`config.mk`:
```
export PLATFORM = sky130hd
export DESIGN_NAME = temp_scratchpad
export DESIGN_NICKNAME = d
export VERILOG_FILES = /design/src/rtl/temp_scratchpad.sv
export SDC_FILE = /design/constraint.sdc
export NUM_CORES = 1
export LEC_CHECK = 0
export CORE_UTILIZATION = 55
export DETAILED_ROUTE_END_ITERATION = 16
export PLACE_DENSITY = 0.77
export SLEW_MARGIN = 40
export SYNTH_ARGS = -nofsm -noshare
export SYNTH_HDL_FRONTEND = slang
export SYNTH_SLANG_ARGS = --single-unit
export TNS_END_PERCENT = 5
```
`constraint.sdc`:
```
create_clock -name clk -period 2.1 [get_ports clk]
set_input_delay 0.21 -clock clk [delete_from_list [all_inputs] [get_ports clk]]
set_output_delay 0.21 -clock clk [all_outputs]
set_load 0.02 [all_outputs]
```
`src/rtl/temp_scratchpad.sv`:
```
module temp_scratchpad #(
  parameter int STEP_CYCLES = 4
) (
  input  logic        clk,
  input  logic        rst_n,
  input  logic        conv_start,
  input  logic [11:0] conv_sample,
  output logic        busy,
  output logic        alarm,
  input  logic        req_valid,
  output logic        req_ready,
  input  logic        req_write,
  input  logic [2:0]  req_addr,
  input  logic [7:0]  req_wdata,
  output logic        rsp_valid,
  output logic [7:0]  rsp_data
);
  localparam int CNT_W = $clog2(STEP_CYCLES * 8) + 1;
  localparam logic [CNT_W-1:0] STEP = CNT_W'(STEP_CYCLES);

  logic [15:0]      temp_q;
  logic [7:0]       hi_q, lo_q;
  logic [1:0]       res_q, cres_q;
  logic [11:0]      raw_q;
  logic [CNT_W-1:0] cnt_q;
  logic             busy_q, alarm_q;
  logic [7:0]       rd_mux;

  wire [7:0]  cfg_byte = {1'b0, res_q, 5'h1F};
  wire [11:0] masked   = raw_q & ~(12'h7 >> cres_q);
  wire [15:0] new_temp = {{4{masked[11]}}, masked};
  wire        over     = $signed(masked[11:4]) > $signed(hi_q);
  wire        under    = $signed(masked[11:4]) < $signed(lo_q);
  wire        rd_acc   = req_valid && !req_write;
  wire        wr_acc   = req_valid && req_write;

  assign req_ready = 1'b1;
  assign busy      = busy_q;
  assign alarm     = alarm_q;

  always_comb begin
    case (req_addr)
      3'd0:    rd_mux = temp_q[7:0];
      3'd1:    rd_mux = temp_q[15:8];
      3'd2:    rd_mux = hi_q;
      3'd3:    rd_mux = lo_q;
      3'd4:    rd_mux = cfg_byte;
      default: rd_mux = 8'h00;
    endcase
  end

  always_ff @(posedge clk or negedge rst_n) begin
    if (!rst_n) begin
      hi_q  <= 8'h7F;
      lo_q  <= 8'h80;
      res_q <= 2'b11;
    end else if (wr_acc) begin
      case (req_addr)
        3'd2:    hi_q  <= req_wdata;
        3'd3:    lo_q  <= req_wdata;
        3'd4:    res_q <= req_wdata[6:5];
        default: ;
      endcase
    end
  end

  always_ff @(posedge clk or negedge rst_n) begin
    if (!rst_n) begin
      rsp_valid <= 1'b0;
      rsp_data  <= 8'h00;
    end else begin
      rsp_valid <= rd_acc;
      if (rd_acc) rsp_data <= rd_mux;
    end
  end

  always_ff @(posedge clk or negedge rst_n) begin
    if (!rst_n) begin
      busy_q  <= 1'b0;
      cnt_q   <= '0;
      raw_q   <= '0;
      cres_q  <= '0;
      temp_q  <= '0;
      alarm_q <= 1'b0;
    end else if (!busy_q) begin
      if (conv_start) begin
        busy_q <= 1'b1;
        raw_q  <= conv_sample;
        cres_q <= res_q;
        cnt_q  <= (STEP << res_q) - CNT_W'(1);
      end
    end else if (cnt_q == '0) begin
      busy_q  <= 1'b0;
      temp_q  <= new_temp;
      alarm_q <= over || under;
    end else begin
      cnt_q <= cnt_q - CNT_W'(1);
    end
  end


  cfg_const_chk: assert property (@(posedge clk) disable iff (!rst_n)
    $past(rd_acc && req_addr == 3'd4) |-> (rsp_data[7] == 1'b0 && rsp_data[4:0] == 5'h1F));


  rsp_after_read_chk: assert property (@(posedge clk) disable iff (!rst_n)
    rsp_valid |-> $past(rd_acc));


  start_busy_chk: assert property (@(posedge clk) disable iff (!rst_n)
    (conv_start && !busy_q) |=> busy_q);


  sign_ext_chk: assert property (@(posedge clk) disable iff (!rst_n)
    ($past(busy_q) && !busy_q) |-> (temp_q[15:12] == {4{temp_q[11]}}));


  alarm_hold_chk: assert property (@(posedge clk) disable iff (!rst_n)
    !($past(busy_q) && !busy_q) |-> $stable(alarm_q));
endmodule

```
# After elaboration in Yosys (flattened, before gate mapping)
# Index checks and enable logic that the tools add are counted.
# Widths: inputs -> output; s select.
totals:
  reg_bits: 61
  inputBits: 28
  output_inout_bits: 12
  word_cells: 45
classes:
  add_sub_neg: 2
  order_cmp: 2
  n_eq_ne: 5
  shift: 2
  mux: 7
  bitwise: 3
  reduce_logical: 13
ops:
  columns: ["operator", "count"]
  rows:
  - ["$pmux 8 s5", 1]
  - ["$mux 6", 3]
  - ["$and 12x12->12", 1]
  - ["$not 12->12", 1]
  - ["$reduce_and 2->1", 6]
  - ["$shr 3x2->12 const A", 1]
  - ["$sub 6x1->6 const B", 2]
  - ["$gt 8x8->1", 1]
  - ["$lt 8x8->1", 1]
  - ["$eq 3x2->1 const B", 2]
  - ["$logic_not 6->1", 1]
  - ["$shl 3x2->6 const A", 1]
  - ["$eq 3x1->1 const B", 1]
  - ["$eq 3x3->1 const B", 1]
  - ["$logic_not 3->1", 1]
  - ["$mux 1", 3]
  - ["$logic_and 1x1->1", 2]
  - ["$ne 2x2->1 const B", 1]
  - ["$reduce_bool 2->1", 1]
  - ["$logic_not 1->1", 1]
  - ["$logic_or 1x1->1", 1]
  - ["$not 1->1", 1]

# Logic depth before layout (Yosys ltp)
# Gate-level depths: netlist of the first run.
depth:
  ltp_word: 5
  ltp_mapped: 8
  mapped_depth_nobuf: 7

# Worst setup path before layout of the first run
# No wires, ideal clock.
synth_path:
  path_type: "reg-to-reg"
  startpoint: "register busy_q, in the netlist busy"
  endpoint: "register cnt_q[2]"
  setup_ps: 137
  arrival_ps: 1747
  required_time_ps: 1963
  setup_slack_ps: 217
  stages_incl_launch_ff: 9
  n_path_buf: 1
  period_less_slack_ps: 1883
  cell_sequence: "dfrtp_1 -> clkbuf_1 -> nand2_1 -> ha_1 -> inv_1 -> xnor2_1 -> or3_1 -> o21ai_0 -> a21oi_1"
synth_via:
  elab_chain_len: 2
  word_cells_on_any_way: 4
  cone_classes: "eq/ne: 1; mux: 1; reduce/logical: 2"
synth_lines:
  columns: ["item", "line", "source"]
  rows:
  - ["start: declaration", "26", "logic busy_q, alarm_q;"]
  - ["start signal: assignment", "79", "busy_q <= 1'b0;"]
  - ["start signal: assignment", "87", "busy_q <= 1'b1;"]
  - ["start signal: assignment", "93", "busy_q <= 1'b0;"]
  - ["$ne 2x2->1 (no source line) or $reduce_bool 2->1 (tied branches)", null, null]
  - ["$reduce_and 2->1 (no source line)", null, null]
  - ["end signal: assignment", "90", "cnt_q <= (STEP << res_q) - CNT_W'(1);"]
  - ["end signal: assignment", "97", "cnt_q <= cnt_q - CNT_W'(1);"]
  - ["end: declaration", "25", "logic [CNT_W-1:0] cnt_q;"]
# Several ways; a longest one is shown, not always the timed one.
# A chain may end at the register's enable or synchronous reset.

# Worst setup path after layout of the first run
layout_path:
  startpoint: "register busy_q, in the netlist busy"
  endpoint: "output busy"
layout_rtl:
  columns: ["item", "line", "source"]
  rows:
  - ["end: declaration", "8", "output logic busy,"]
# No word-level cell between the ends.

==> impl_metrics.ini, run 1 <==
[timing]
fmax_mhz = 556
post-route-period-util_pct = 85.7
drv_slew = 0
period_needed_ps = 1800
hold_ws_ps = 352
setup_viol = 0
rsz0062_at_grt = no
fin_tns_setup_ps = 0
fin_worst_skew_ps = 5.00
hold_viol_final = 0

[placed_design]
dp_hpwl_um = 5120
port_buffers = 38
place_congestion = 0.847
placed_cells = 415
placed_area_um2 = 3600

[final_layout]
drive_gt1_share_pct = 17.8
stdcell_count = 432
area_growth_pct = 22.3
mostFrequentLayoutCells = 58 x nand2_1, 51 x dfrtp_1, 37 x clkdlybuf4s50_1, 30 x o21ai_0, 25 x inv_1
n_antenna_cell = 0
layout_commonest_cell = nand2_1
fin_area_um2 = 3850
nets = 399
fillers = 409

[detailed_routing]
wl_per_cell_um = 16.5
drtPass1Iterations = 4
dr.first_iter.drc_count = 194
vias = 2448
drc = 0
routed_wirelength_um = 7130
viasPerCell = 5.67
ant_nets = 0

[floorplanning]
core_um2 = 5510
start_util_pct = 57.2
die_w_um = 77.7
num_rows = 27
die-area_um2 = 6030
pin_count = 40
dieHeight_um = 77.7

[global_route]
grt_use_total_pct = 26.6
grt_pass1_wl_um = 12200
grt_max_degree = 26
grt_pass1_vias = 2440
gr-total-overflow = 0
antenna_found_initial = 0

[logic_synthesis]
avgSynthCellArea_um2 = 10.2
synth_cell_types = 48
synthArstFlopShare_pct = 100
ys_warn_count = 0
synth-seq-cells = 61
syn_inst = 309
syn_area_um2 = 3150
synth-edff-count = 0
synth_ff_type = dfrtp_1
ys_seq_area_share_pct = 48.9
syn-num-nets = 353

[cts]
clkTransAtPathRegs_ps = 70
cts_resized = 0
cts-buffers-inserted = 9
clk_path_buf_depth = 2
root_buffer = clkbuf_8
cts_tree = yes
clk_latency_ps = 340
htreeDepth = 3
clkSinkCount = 61

[setup_path]
crit_start = busy
worstPathRequired_ps = 1890
critical_path.endpoint_type = output pin
reg2reg_slack_ps = 410
crit_chain = buf_4 -> clkdlybuf4s50_1
r2r_end = alarm
slowest_stage = clkdlybuf4s50_1
cp.arrival_ps = 1590
worst-path-max-fanout = 16
r2r_cells = 7
critPathKind = reg2out
start_kind = flip-flop
timing.rr.start = hi_q[6]
cp_slowest_stage_delay_ps = 630

[min_path]
hold_path.class = in2async

[run]
drv_cap = 0

[run_status]
status = completed

[pwr]
pwr_density_cell_nw_per_um2 = 1240
ir_drop_v = 0.000929
leakagePower_uw = 0.00173
-- registers in the layout, indices dropped and copies added, names as in the netlist --
| name | cells |
|---|---|
| hi_q | 8 |
| busy | 1 |
| cres_q | 2 |
| res_q | 2 |
| alarm | 1 |
| rsp_valid | 1 |
| cnt_q | 6 |
| raw_q | 12 |
| temp_q | 12 |
| rsp_data | 8 |
| lo_q | 8 |
-- synthesized netlist by cell type, types with 3 or more instances --
library cell,count,area [um2]
dfrtp_1,51,1280
nand2_1,58,218
or3_1,3,18.8
nand4_1,3,18.8
nor2_1,10,37.5
dfstp_2,10,263
o211ai_1,5,37.5
buf_4,3,22.5
mux2_4,3,45.0
nand3_1,3,15.0
buf_2,5,25.0
o21ai_0,30,150
a22oi_1,3,22.5
inv_1,25,93.8
clkbuf_1,5,18.8
o22ai_1,3,18.8
mux2_2,17,191
ha_1,16,200
nand2b_1,5,31.3
o21a_1,5,37.5
a21oi_1,8,40.0
-- area by class of cell --
cell class	count	area [um2]	area share [%]
clock buffer	9	124	3.22
clock inverter	7	114	2.96
inverter	26	97.6	2.53
multi-input combinational	208	1430	37.0
sequential	61	1540	40.0
tap	72	90.1	2.34
timing repair buffer	49	460	12.0
-- where the power goes --
| group | internal, uW | switching (uW) |
|---|---|---|
| sequential | 1610 | 372 |
| combinational | 759 | 787 |
| clock | 783 | 475 |
| total | 3150 | 1630 |
-- metal layers --
metal	GRT usage [%]	up-vias	part of all wire [%]
li1	-	1157	-
met1	34.9	1208	46
met2	41.7	63	48
met3	4.94	20	3.9
met4	14.5	0	2.8
met5	0	-	0
-- cells by family (layout without fill, tap and decap cells) --
logic type	count (synthesis)	count (layout)	synth area share, %
AO/OA/AOI/OAI	68	68	13.5
XOR/XNOR	2	2	0.556
adder cells (fa/ha/maj)	16	16	6.36
buffers and inverters	40	91	5.84
flip-flops	61	61	48.9
multiplexers	25	25	9.93
other	1	1	0.119
AND/OR/NAND/NOR	96	96	14.8
-- repair_timing --
| item | 4_1_cts | 5_1_grt |
|---|---|---|
| hold buffers | 1 | 0 |
| setup buffers | 0 | 0 |
| hold endpoints to repair | 17 | 0 |
-- through the flow --
step / total power (uW) / utilization (%) / worst slack (ps)
final: 4780 / 69.9 / 301
after global routing: 5080 / 69.9 / 269
after CTS: 4800 / 69.9 / 295
after detailed placement: 3490 / 65.4 / 241
after global placement: 3410 / 65.4 / 336
after floorplan: 2970 / - / 217
-- worst max-delay path, delay by kind of cell (launching register included) --
kind / cells / cell delay [ps]
buf+inv: 2 / 860
flops: 1 / 380
-- how the worst max path moves through the flow --
stage | to | cells past startpoint
final | busy | 2
after global routing | busy | 2
after CTS | busy | 2
after detailed placement | rsp_data[0] | 6
after global placement | rsp_data[0] | 6
after floorplan | cnt_q[2] | 8
Power figures use the tool's default switching activity.
==> inputs of run 2 (changes only) <==
--- a/config.mk
+++ b/config.mk
@@ -5,9 +5,11 @@
 export SDC_FILE = /design/constraint.sdc
 export NUM_CORES = 1
 export LEC_CHECK = 0
+export CAP_MARGIN = 20
 export CORE_UTILIZATION = 55
 export DETAILED_ROUTE_END_ITERATION = 16
 export PLACE_DENSITY = 0.77
+export SETUP_SLACK_MARGIN = 0.3
 export SLEW_MARGIN = 40
 export SYNTH_ARGS = -nofsm -noshare
 export SYNTH_HDL_FRONTEND = slang
==> run 2 against run 1 <==
- non-clock buffer count up 1
- critical endpoint is now alarm
- critical path type is now reg2reg
- global-route usage down 0.88 points
- highest routed layer unchanged
- die area unchanged
==> impl_metrics.ini, run 2 (synthesis gave the netlist of run 1 again) <==
[run_status]
status = completed

[setup_path]
cp_slowest_stage_delay_ps = 540
cp.arrival_ps = 1930
worstPathRequired_ps = 2320
slowest_stage = dfstp_2
path_delay_family = flip-flops
start_kind = flip-flop
crit_chain = inv_1 -> ha_1 -> or3_1 -> o31ai_1 -> a31oi_1
critPathKind = reg2reg
critical_path.endpoint_type = flip-flop
worst-path-max-fanout = 2
crit_buf_inv = 1

[timing]
fin_worst_skew_ps = 10.2
rsz0062_at_grt = yes
drv_slew = 0
fmax_mhz = 585
post-route-period-util_pct = 81.4
fin_tns_setup_ps = 0
hold_ws_ps = 322
hold_viol_final = 0
period_needed_ps = 1710
setup_viol = 0

[final_layout]
area_growth_pct = 22.5
top_regs = raw_q (12), temp_q (12)
n_antenna_cell = 0
mostFrequentLayoutCells = 58 x nand2_1, 50 x dfrtp_1, 37 x clkdlybuf4s50_1, 30 x o21ai_0, 25 x inv_1
nets = 400
drive_gt1_share_pct = 18.3
fin_area_um2 = 3860
layout_commonest_cell = nand2_1
stdcell_count = 433

[pwr]
leakagePower_uw = 0.00173
ir_drop_v = 0.000802
p_seq_share_pct = 42.2
clkPwrFrac_pct = 25.4
combPwrFrac_pct = 32.5
switching_share_pct = 34.5
p_sw_uw = 1620
internal_power_uw = 3070
pwr_density_cell_nw_per_um2 = 1210

[floorplanning]
die-area_um2 = 6030
start_util_pct = 57.2
die_w_um = 77.7
dieHeight_um = 77.7
num_rows = 27
core_um2 = 5510
pin_count = 40

[cts]
cts_tree = yes
cts-buffers-inserted = 9
root_buffer = clkbuf_8
clk_latency_ps = 360
clk_path_buf_depth = 2
clkSinkCount = 61
clkTransAtPathRegs_ps = 70
htreeDepth = 3

[detailed_routing]
ant_nets = 0
wl_per_cell_um = 15.7
viasPerCell = 5.56
vias = 2409
routed_wirelength_um = 6780
dr.first_iter.drc_count = 89
drc = 0
drtPass1Iterations = 4

[min_path]
hold_path.class = in2async

[global_route]
grt_pass1_wl_um = 11700
antenna_found_initial = 0
grt_max_degree = 47
grt_use_total_pct = 25.7
gr-total-overflow = 0
grt_pass1_vias = 2389

[placed_design]
place_congestion = 0.823
placed_area_um2 = 3600
port_buffers = 38
placed_cells = 413
dp_hpwl_um = 4900

[run]
drv_cap = 0
run 2: cell types whose count changed in the layout (fill, tap and decap cells not counted):
cell        before  now
buf_12           0    1
bufinv_16        3    2
clkbuf_8         9   10
clkinv_2         3    2
clkinvlp_4       0    1
dfrtp_1         51   50
dfrtp_2          0    1
run 2: what timing repair did:
item / in CTS / in global routing
resized for setup: 0 / 0
endpoints found under the setup margin: 0 / 3
hold buffers: 1 / 0
setup buffers: 0 / 3
hold endpoints to repair: 15 / 0
run 2: cell type report:
cell class / count / area (um2)
Sequential cell: 61 / 1540
Tap cell: 72 / 90.1
Multi-Input combinational cell: 208 / 1430
Fill cell: 418 / 1650
Timing Repair Buffer: 50 / 480
Clock buffer: 10 / 138
Inverter: 26 / 97.6
Clock inverter: 6 / 86.3
run 2: per-layer routing:
metal  global-route usage [%]  vias up  wire (um)
met1                     35.1     1161       3220
li1                         -     1160          -
met2                     38.2       71       3080
met5                        0        -          0
met4                     15.7        0        159
met3                     4.71       17        324
run 2: through the flow:
stage               util, %  setup WS [ps]  power (uW)
finish                 70.1            390        4690
floorplan                 -            318        2970
CTS                    69.7            308        4670
global route           70.1            276        5010
global placement       65.4            366        3410
detailed placement     65.4            311        3470
run 2: path summary, 6_finish.rpt:
path	startpoint	end	slack, ps	cells past startpoint
worst max-delay path	hi_q[6]	alarm	390	5
worst min-delay path	rst_n	raw_q[9]	320	2
worst max register to register	hi_q[6]	alarm	390	5
worst min register to register	rsp_data[5]	rsp_data[5]	480	2
max in group asynchronous	rst_n	hi_q[5]	1150	3
min in group clk	conv_sample[1]	raw_q[1]	380	3
run 2: power groups by stage:
stage / clock [uW] / combinational (uW) / sequential (uW)
after CTS: 1200 / 1490 / 1980
after floorplan: 0 / 1060 / 1920
after global placement: 0 / 1410 / 1990
final: 1190 / 1520 / 1980
after detailed placement: 0 / 1470 / 2010
after global routing: 1250 / 1730 / 2030
==> inputs of run 3 (changes only) <==
--- a/config.mk
+++ b/config.mk
@@ -6,9 +6,9 @@
 export NUM_CORES = 1
 export LEC_CHECK = 0
 export CAP_MARGIN = 20
-export CORE_UTILIZATION = 55
+export CORE_UTILIZATION = 50
 export DETAILED_ROUTE_END_ITERATION = 16
-export PLACE_DENSITY = 0.77
+export PLACE_DENSITY = 0.74
 export SETUP_SLACK_MARGIN = 0.3
 export SLEW_MARGIN = 40
 export SYNTH_ARGS = -nofsm -noshare
==> constraint.sdc (replaced) <==
create_clock -name clk -period 1.5 [get_ports clk]
set_input_delay 0.15 -clock clk [delete_from_list [all_inputs] [get_ports clk]]
set_output_delay 0.15 -clock clk [all_outputs]
set_load 0.02 [all_outputs]
==> run 3 against run 2 <==
- the run now ends with setup timing left
- register-to-register slack worse by 510 ps
- worst setup slack worse by 510 ps
- sequential share of layout area is 3.9 points lower
- critical path depth rose by 2
- largest cell class is now multi-input combinational cells
- worst hold slack better by 9.0 ps
- critical path type unchanged
- die area is 9.7% higher
- first-iteration DRC count up 81%
- highest routed layer unchanged
==> impl_metrics.ini, run 3 (synthesis gave the netlist of run 1 again) <==
[run_status]
status = finished, violations left
violations = setup timing

[timing]
drv_slew = 0
rsz0062_at_grt = yes
fin_tns_setup_ps = -688
setup_viol = 12
post-route-period-util_pct = 108
hold_viol_final = 0
fin_worst_skew_ps = 10.9
period_needed_ps = 1620
fmax_mhz = 619
setup_slack_ps = -116

[cts]
cts-buffers-inserted = 9
htreeDepth = 3
clk_latency_ps = 340
clkSinkCount = 61
clkTransAtPathRegs_ps = 80
root_buffer = clkbuf_8
clk_path_buf_depth = 2
cts_tree = yes

[placed_design]
port_buffers = 38
dp_hpwl_um = 5130
dp_slack_ps = -208
place_congestion = 0.800

[setup_path]
r2r_cells = 7
reg2reg_slack_ps = -120
worstPathRequired_ps = 1760
worst-path-max-fanout = 2
cp.arrival_ps = 1870
critical_path.endpoint_type = flip-flop
timing.rr.start = lo_q[2]
critPathKind = reg2reg
start_kind = flip-flop
r2r_end = alarm

[pwr]
pwr_density_cell_nw_per_um2 = 1710
leakagePower_uw = 0.00190
ir_drop_v = 0.00135

[final_layout]
fin_util_pct = 71.4
n_antenna_cell = 0
seqCellArea_um2 = 1540
fillers = 416
area_growth_pct = 35.9
multi_input_area_um2 = 1670
layout_commonest_cell = nand2_1
mostFrequentLayoutCells = 56 x nand2_1, 50 x dfrtp_1, 30 x buf_4, 21 x clkdlybuf4s50_1, 20 x o21ai_0
nets = 427
top_regs = raw_q (12), temp_q (12)
drive_gt1_share_pct = 34.0

[floorplanning]
num_rows = 28
start_util_pct = 52.6
die-area_um2 = 6620
core_um2 = 5990
pin_count = 40
dieHeight_um = 81.4
die_w_um = 81.4

[detailed_routing]
dr.first_iter.drc_count = 161
ant_nets = 0
wl_per_cell_um = 16.4
routed_wirelength_um = 7580
viasPerCell = 5.48
drtPass1Iterations = 4
vias = 2538
drc = 0

[global_route]
use_met2_pct = 40.8
antenna_found_initial = 0
use_met1_pct = 32.1
grt_pass1_vias = 2490
met3_usage_pct = 5.73
grt_use_total_pct = 25.0
grt_pass1_wl_um = 12000
gr-total-overflow = 0
grt_max_degree = 62
top_usage_layer = met2

[min_path]
hold_end = raw_q[2]
worstHoldStart = conv_sample[2]
hold_path.class = in2reg
holdPathStages = 3

[run]
drv_cap = 0
[run 3: cell count changes in the layout (fill, tap and decap cells not counted), sizes merged]
cell	previous run	this run
buf	12	39
clkdlybuf4s50	37	21
clkdlybuf4s15	0	7
clkbuf	10	15
dlygate4sd2	0	5
bufinv	2	1
clkinv	3	2
nor2	11	12
[run 3: layout make-up]
type	count	share of cell area, %
clock buffers	12	3.62
clock inverters	4	1.11
inverters	26	2.28
multi-input cells	209	39.0
flip-flops and latches	61	36.0
well taps	75	2.19
repair buffers	76	15.8
[run 3: metal layers]
metal | routed length [um] | share of wire [%]
met1 | 3380 | 45
met2 | 3670 | 48
met3 | 353 | 4.7
met4 | 168 | 2.2
met5 | 0 | 0
[run 3: worst max-delay path, stage by stage (launching register included)]
cell and delay, ps:
dfrtp_1 420, inv_2 90, ha_4 190, o21a_1 170
o21ai_1 180, o21bai_1 100, a31o_1 230, a31oi_1 150
[run 3: report_power, final]
part | total, uW | internal (uW) | switching, uW
combinational | 3000 | 1600 | 1410
sequential | 2780 | 2250 | 535
clock | 1520 | 853 | 665
total | 7310 | 4700 | 2610
[run 3: timing repair]
item                                    4_1_cts  5_1_grt
hold buffers                                  1        0
cloned                                        0        1
gates resized for setup                      53       36
pin swaps                                    25       17
hold endpoints to repair                     51        0
endpoints found under the setup margin       49       50
buffers inserted                              1        1
[run 3: worst max-delay path by stage]
stage | from | to | slack, ps | cells past startpoint
floorplan | busy | cnt_q[2] | -50 | 8
global route | lo_q[2] | alarm | -240 | 7
CTS | lo_q[1] | alarm | -70 | 6
finish | lo_q[2] | alarm | -120 | 7
detailed placement | req_addr[2] | lo_q[1] | -210 | 4
global placement | req_addr[0] | rsp_data[7] | -170 | 4
[run 3: stage by stage]
| step | cells | instance area (um2) | power (uW) | hold WS [ps] |
|---|---|---|---|---|
| floorplan | 309 | 3180 | 4240 | -146 |
| global placement | 443 | 3830 | 5160 | 179 |
| detailed placement | 443 | 3830 | 5270 | 185 |
| CTS | 461 | 4160 | 7030 | 327 |
| global route | 463 | 4280 | 7770 | 340 |
| finish | 463 | 4280 | 7310 | 331 |
